==> src/rtl/clkratio_framegen.sv <==
module clkratio_framegen #(
  parameter int DW = 24
) (
  input  logic          mclk,
  input  logic          rst_n,
  input  logic          cfg_we,
  input  logic [4:0]    cfg_wdata,
  output logic [4:0]    cfg_q,
  output logic          cfg_valid,
  output logic          cfg_err,
  output logic          lrck,
  output logic          bclk_en,
  input  logic [DW-1:0] smp_in,
  output logic [DW-1:0] smp_out
);
  localparam int CW = 10;
  localparam logic [4:0] RST_CFG = 5'b10000;
  localparam logic [1:0] RATE_HI = 2'b10;

  function automatic logic [CW-1:0] frame_len(input logic [4:0] c);
    logic [CW-1:0] b;
    case (c[4:2])
      3'b000:  b = CW'(128);
      3'b010:  b = CW'(256);
      3'b011:  b = CW'(384);
      3'b100:  b = CW'(512);
      3'b101:  b = CW'(768);
      default: b = '0;
    endcase
    if (c[1:0] == 2'b11) b = '0;
    return b >> c[1:0];
  endfunction

  function automatic logic [3:0] bit_mask(input logic [CW-1:0] n);
    if (n <= CW'(128))      return 4'd1;
    else if (n <= CW'(256)) return 4'd3;
    else if (n <= CW'(512)) return 4'd7;
    else                    return 4'd15;
  endfunction

  logic [4:0]    act, pend;
  logic [CW-1:0] cnt, flen;
  logic [3:0]    msk;
  logic          par, wrap, wr_ok, cap;

  assign flen    = frame_len(act);
  assign msk     = bit_mask(flen);
  assign wrap    = (cnt == flen - CW'(1));
  assign wr_ok   = cfg_we && (frame_len(cfg_wdata) != '0);
  assign cap     = (pend != act) || (pend[1:0] != RATE_HI) || !par;
  assign cfg_q   = act;
  assign lrck    = (cnt >= (flen >> 1));
  assign bclk_en = ((cnt[3:0] & msk) == msk);

  always_ff @(posedge mclk or negedge rst_n) begin
    if (!rst_n) begin
      act       <= RST_CFG;
      pend      <= RST_CFG;
      cnt       <= '0;
      par       <= 1'b0;
      cfg_valid <= 1'b0;
      cfg_err   <= 1'b0;
      smp_out   <= '0;
    end else begin
      if (wr_ok) pend <= cfg_wdata;
      cfg_valid <= cfg_valid | wr_ok;
      cfg_err   <= cfg_err | (cfg_we & ~wr_ok);
      if (wrap) begin
        cnt <= '0;
        act <= pend;
        par <= (pend[1:0] == RATE_HI) && cap;
        if (cap) smp_out <= cfg_valid ? smp_in : '0;
      end else begin
        cnt <= cnt + CW'(1);
      end
    end
  end


  initial_cfg_chk: assert property (@(posedge mclk) disable iff (!rst_n)
    $rose(rst_n) |-> (cfg_q == RST_CFG));


  no_runt_chk: assert property (@(posedge mclk) disable iff (!rst_n)
    (flen != '0) && (cnt < flen));


  err_sticky_chk: assert property (@(posedge mclk) disable iff (!rst_n)
    cfg_err |=> cfg_err);


  cfg_at_boundary_chk: assert property (@(posedge mclk) disable iff (!rst_n)
    (cnt != '0) |-> $stable(cfg_q));


  valid_sticky_chk: assert property (@(posedge mclk) disable iff (!rst_n)
    cfg_valid |=> cfg_valid);


  muted_chk: assert property (@(posedge mclk) disable iff (!rst_n)
    !cfg_valid |-> (smp_out == '0));


  hold_mid_frame_chk: assert property (@(posedge mclk) disable iff (!rst_n)
    (cnt != '0) |-> $stable(smp_out));
endmodule

==> config.mk <==
export PLATFORM = sky130hd
export DESIGN_NAME = clkratio_framegen
export DESIGN_NICKNAME = d
export VERILOG_FILES = /design/src/rtl/clkratio_framegen.sv
export SDC_FILE = /design/constraint.sdc
export NUM_CORES = 1
export LEC_CHECK = 0
export BUFFER_PORTS_ARGS = -buffer_cell sky130_fd_sc_hd__clkbuf_2
export CORE_UTILIZATION = 56
export DETAILED_ROUTE_END_ITERATION = 6
export GPL_TIMING_DRIVEN = 0
export PLACE_DENSITY = 0.82
export SYNTH_ARGS = -nofsm -noshare
export SYNTH_HDL_FRONTEND = slang
export SYNTH_SLANG_ARGS = --single-unit
==> constraint.sdc <==
create_clock -name mclk -period 4.9 [get_ports mclk]
set_input_delay 0.735 -clock mclk [delete_from_list [all_inputs] [get_ports mclk]]
set_output_delay 0.735 -clock mclk [all_outputs]
set_load 0.05 [all_outputs]
==> impl_results.md <==
- Most frequent cells in the layout: clkbuf_2 (64), dfrtp_1 (45), inv_1 (32), nand2_1 (32), mux2i_1 (24)
- Fraction of registers with async set/reset: 100%
- # port buffers: between 60 and 70
- Worst r2r src: cfg_q[4]
- Crit path cell chain: buf_4 -> buf_2 -> or4_1 -> ha_1 -> o21a_1 -> o21a_1 -> o21a_1 -> o21a_1 -> o21ai_0 -> nand2_1 -> clkbuf_2
- Layout cells sized above 1: 29.4%
- Congestion Overflow GR: 0
- Ys flop type: dfrtp_1
- Via density: between 5 and 6
- Final Skew: 0.00358 ns
- Avg Inst Size Synth: between 10 and 15 um2
- Largest stage delay on the critical path: between 0.6 and 0.7 ns
- Layout Nets: ~400
- Die width: 73.1 um
- Routability cong.: between 0.8 and 0.9
- Total Neg Setup Slack: 0 ns
- Post_cts resized: 0
- Distinct cell type count after synthesis: 60
- F_max: ~260 MHz
- Vias in the first global route: about 2.1k
- Avg WL per Cell: roughly 14 um
- CTS H-tree lvls: 2
- Core area: between 4000 and 5000 um2
- Crit path DAT: 3.06 ns
- Crit path capture type: output pin
- Synth Instances: between 200 and 300
- Drt pass-1 iters: 4
- CTS tree: done
- Final hold vios: 0
- P_leak: 1.64 nW
- Adder-Cell Fraction of Synth Area: between 4 and 5%
- Setup Fix Bufs, Post-CTS: 0
- Io pins: 65
- Post-route DRC: 0
- Root Driver: clkbuf_8
- Synth Area in Simple Gates: 16.9%
- Status: finished clean
- Least-Margin Pin Slew: 1.14 ns
- PwrDens: roughly 200 nW/um2
- WHS Endpoint: cfg_err
- Final Max Slew Viols: 0
- Layout area overhead: 17.4%
- Crit path time final: around 3.8 ns
- Compound-Gate Fraction of Synth Area: a little under a tenth
- Cell mode on critical path: o21a_1
- Antenna diode count: 0
- Peak supply drop: 0.000190 V
- Clk sinks: 47
- RSZ-0062 raised after global routing: false
- Routed Antenna Nets: 0
- R2R cell count: 11
- Hold Startpoint: cfg_err
- Hold path cells: 1
- Max_cap viols: 0
- Sequential fraction of the synthesis area: around two fifths
- First-pass GRT wire length: ~9.8 mm
- Setup-failing EPs final: 0
- Critical Path RT: between 4 and 5 ns
- Cts hold-fix bufs: 0
- Die Y-Extent: between 70 and 80 um
- Setup WS post-layout: about 1.1 ns
- Commonest non-fill, non-tap cell in the layout: clkbuf_2
- Antenna violations before repair: 0
- Die area: about 5300 um2
- Filler instances: between 300 and 400
- Critical-path top delay cell: or4_1
- Clock Path Buffers: 2
- Startpoint Class: flip-flop
- R2R setup slack: roughly 1.4 ns
- Row Count: 25
- Detailed Place HPWL: 4.24 mm
- EDFF count, synth: 0
- Initial DRC Count: 85
- Period utilization: between 70% and 80%
- Worst-path clk slew: roughly 0.080 ns
- WL final: around 6 mm
- Yosys warns: 0
- Largest family of logic cells by synthesized area: simple AND/OR/NAND/NOR gates
- Crit path max fanout: 10
- Pre-CTS setup slack: ~1.4 ns
- Cell area after synthesis: approximately 2800 um2
- Multiplexer area fraction after synthesis: between 10% and 20%
- Starting Density: 59.2%
- Min-delay worst type: reg -> reg
- Seq cells post-synth: 47
- Vias post-DR: about 2.2k
- Slew HR: between 20% and 30%
- TritonCTS Buffers: 5
- All-layer global routing usage: about a quarter
- Clk_lat worst skew: 0.29 ns
- Pin count of the biggest net entering global routing: 48
- Synth Area in XOR/XNOR: under 10%
- Tot Pwr: a little under 700 uW
- Crit path kind: reg -> out
- Worst reg2reg endpoint: cfg_q[3]
flip-flops by register name (all words and copies together) (netlist names):
| register | cells |
|---|---|
| cfg_q | 5 |
| cfg_err | 1 |
| par | 1 |
| pend | 5 |
| smp_out | 24 |
| cnt | 10 |
| cfg_valid | 1 |
synthesized netlist by cell type (2+ instances only):
cell type,number,share of area [%]
a21oi_1,7,1.2
nand3_1,5,0.88
nor4_4,2,1.5
a221oi_1,3,0.93
mux2_2,9,3.6
buf_2,3,0.53
dfstp_2,2,1.9
xnor2_1,5,1.5
nor3_1,4,0.71
buf_4,4,1.1
inv_1,32,4.2
nor2_1,15,2.0
o21a_1,4,1.1
mux2i_1,24,8.5
ha_1,10,4.4
dfrtp_1,45,40
nand3b_1,2,0.53
mux2_1,2,0.80
nand4_1,3,0.66
o22ai_1,4,0.88
nand2_1,32,4.2
nor2b_1,3,0.66
buf_6,4,1.6
clkbuf_1,5,0.66
nand2b_1,4,0.88
o21ai_0,6,1.1
xor2_1,10,3.1
nor3b_1,2,0.53
area by class of cell:
cell class	count	area, um2	area share, %
Multi-Input combinational cell	188	1410	42.5
Sequential cell	47	1180	35.5
Timing Repair Buffer	64	320	9.63
Buffer	17	124	3.73
Inverter	33	124	3.73
Tap cell	67	83.8	2.52
Clock buffer	7	76.3	2.30
Clock inverter	1	5.00	0.151
worst max-delay path by stage:
stage	from	endpoint	cells after the start
final	cfg_q[4]	lrck	11
after global routing	cfg_q[4]	lrck	11
after CTS	cfg_q[4]	lrck	11
after detailed placement	cfg_q[4]	cfg_q[3]	11
after global placement	cfg_q[4]	cfg_q[2]	11
after floorplan	cfg_q[1]	lrck	10
logic make-up after synthesis:
family / Yosys count
simple gates: 86
buf+inv: 50
flops: 47
compound gates: 37
mux: 35
xor+xnor: 17
fa+ha+maj: 10
other cells: 1
layer usage:
layer	vias to the layer above	routed length [um]	track usage, %
li1	1088	-	-
met1	1045	2700	30.8
met2	64	2740	40.3
met3	9	315	5.66
met4	0	78	7.41
met5	-	0	0
critical path: cells and delay by family, from the launching register on:
family,cells,cell delay [ns]
adder cells (fa/ha/maj),1,0.33
flip-flops,1,0.37
AND/OR/NAND/NOR,2,0.71
AO/OA/AOI/OAI,5,0.77
buffers and inverters,3,0.59
where the power goes:
part | leakage (nW) | switching [mW] | internal, mW
Combinational | 1.11 | 0.0221 | 0.0235
Sequential | 0.490 | 0.00717 | 0.396
Clock | 0.0422 | 0.126 | 0.100
through the flow:
step	cells	hold slack, ns	utilization [%]	cell area, um2
after floorplan	285	0.439	-	2840
after global placement	416	0.462	67.8	3240
after detailed placement	416	0.461	67.8	3240
after global routing	424	0.542	69.5	3320
final	424	0.508	69.5	3320
after CTS	424	0.506	69.5	3320
No activity file was read; power rests on OpenSTA's default activity.
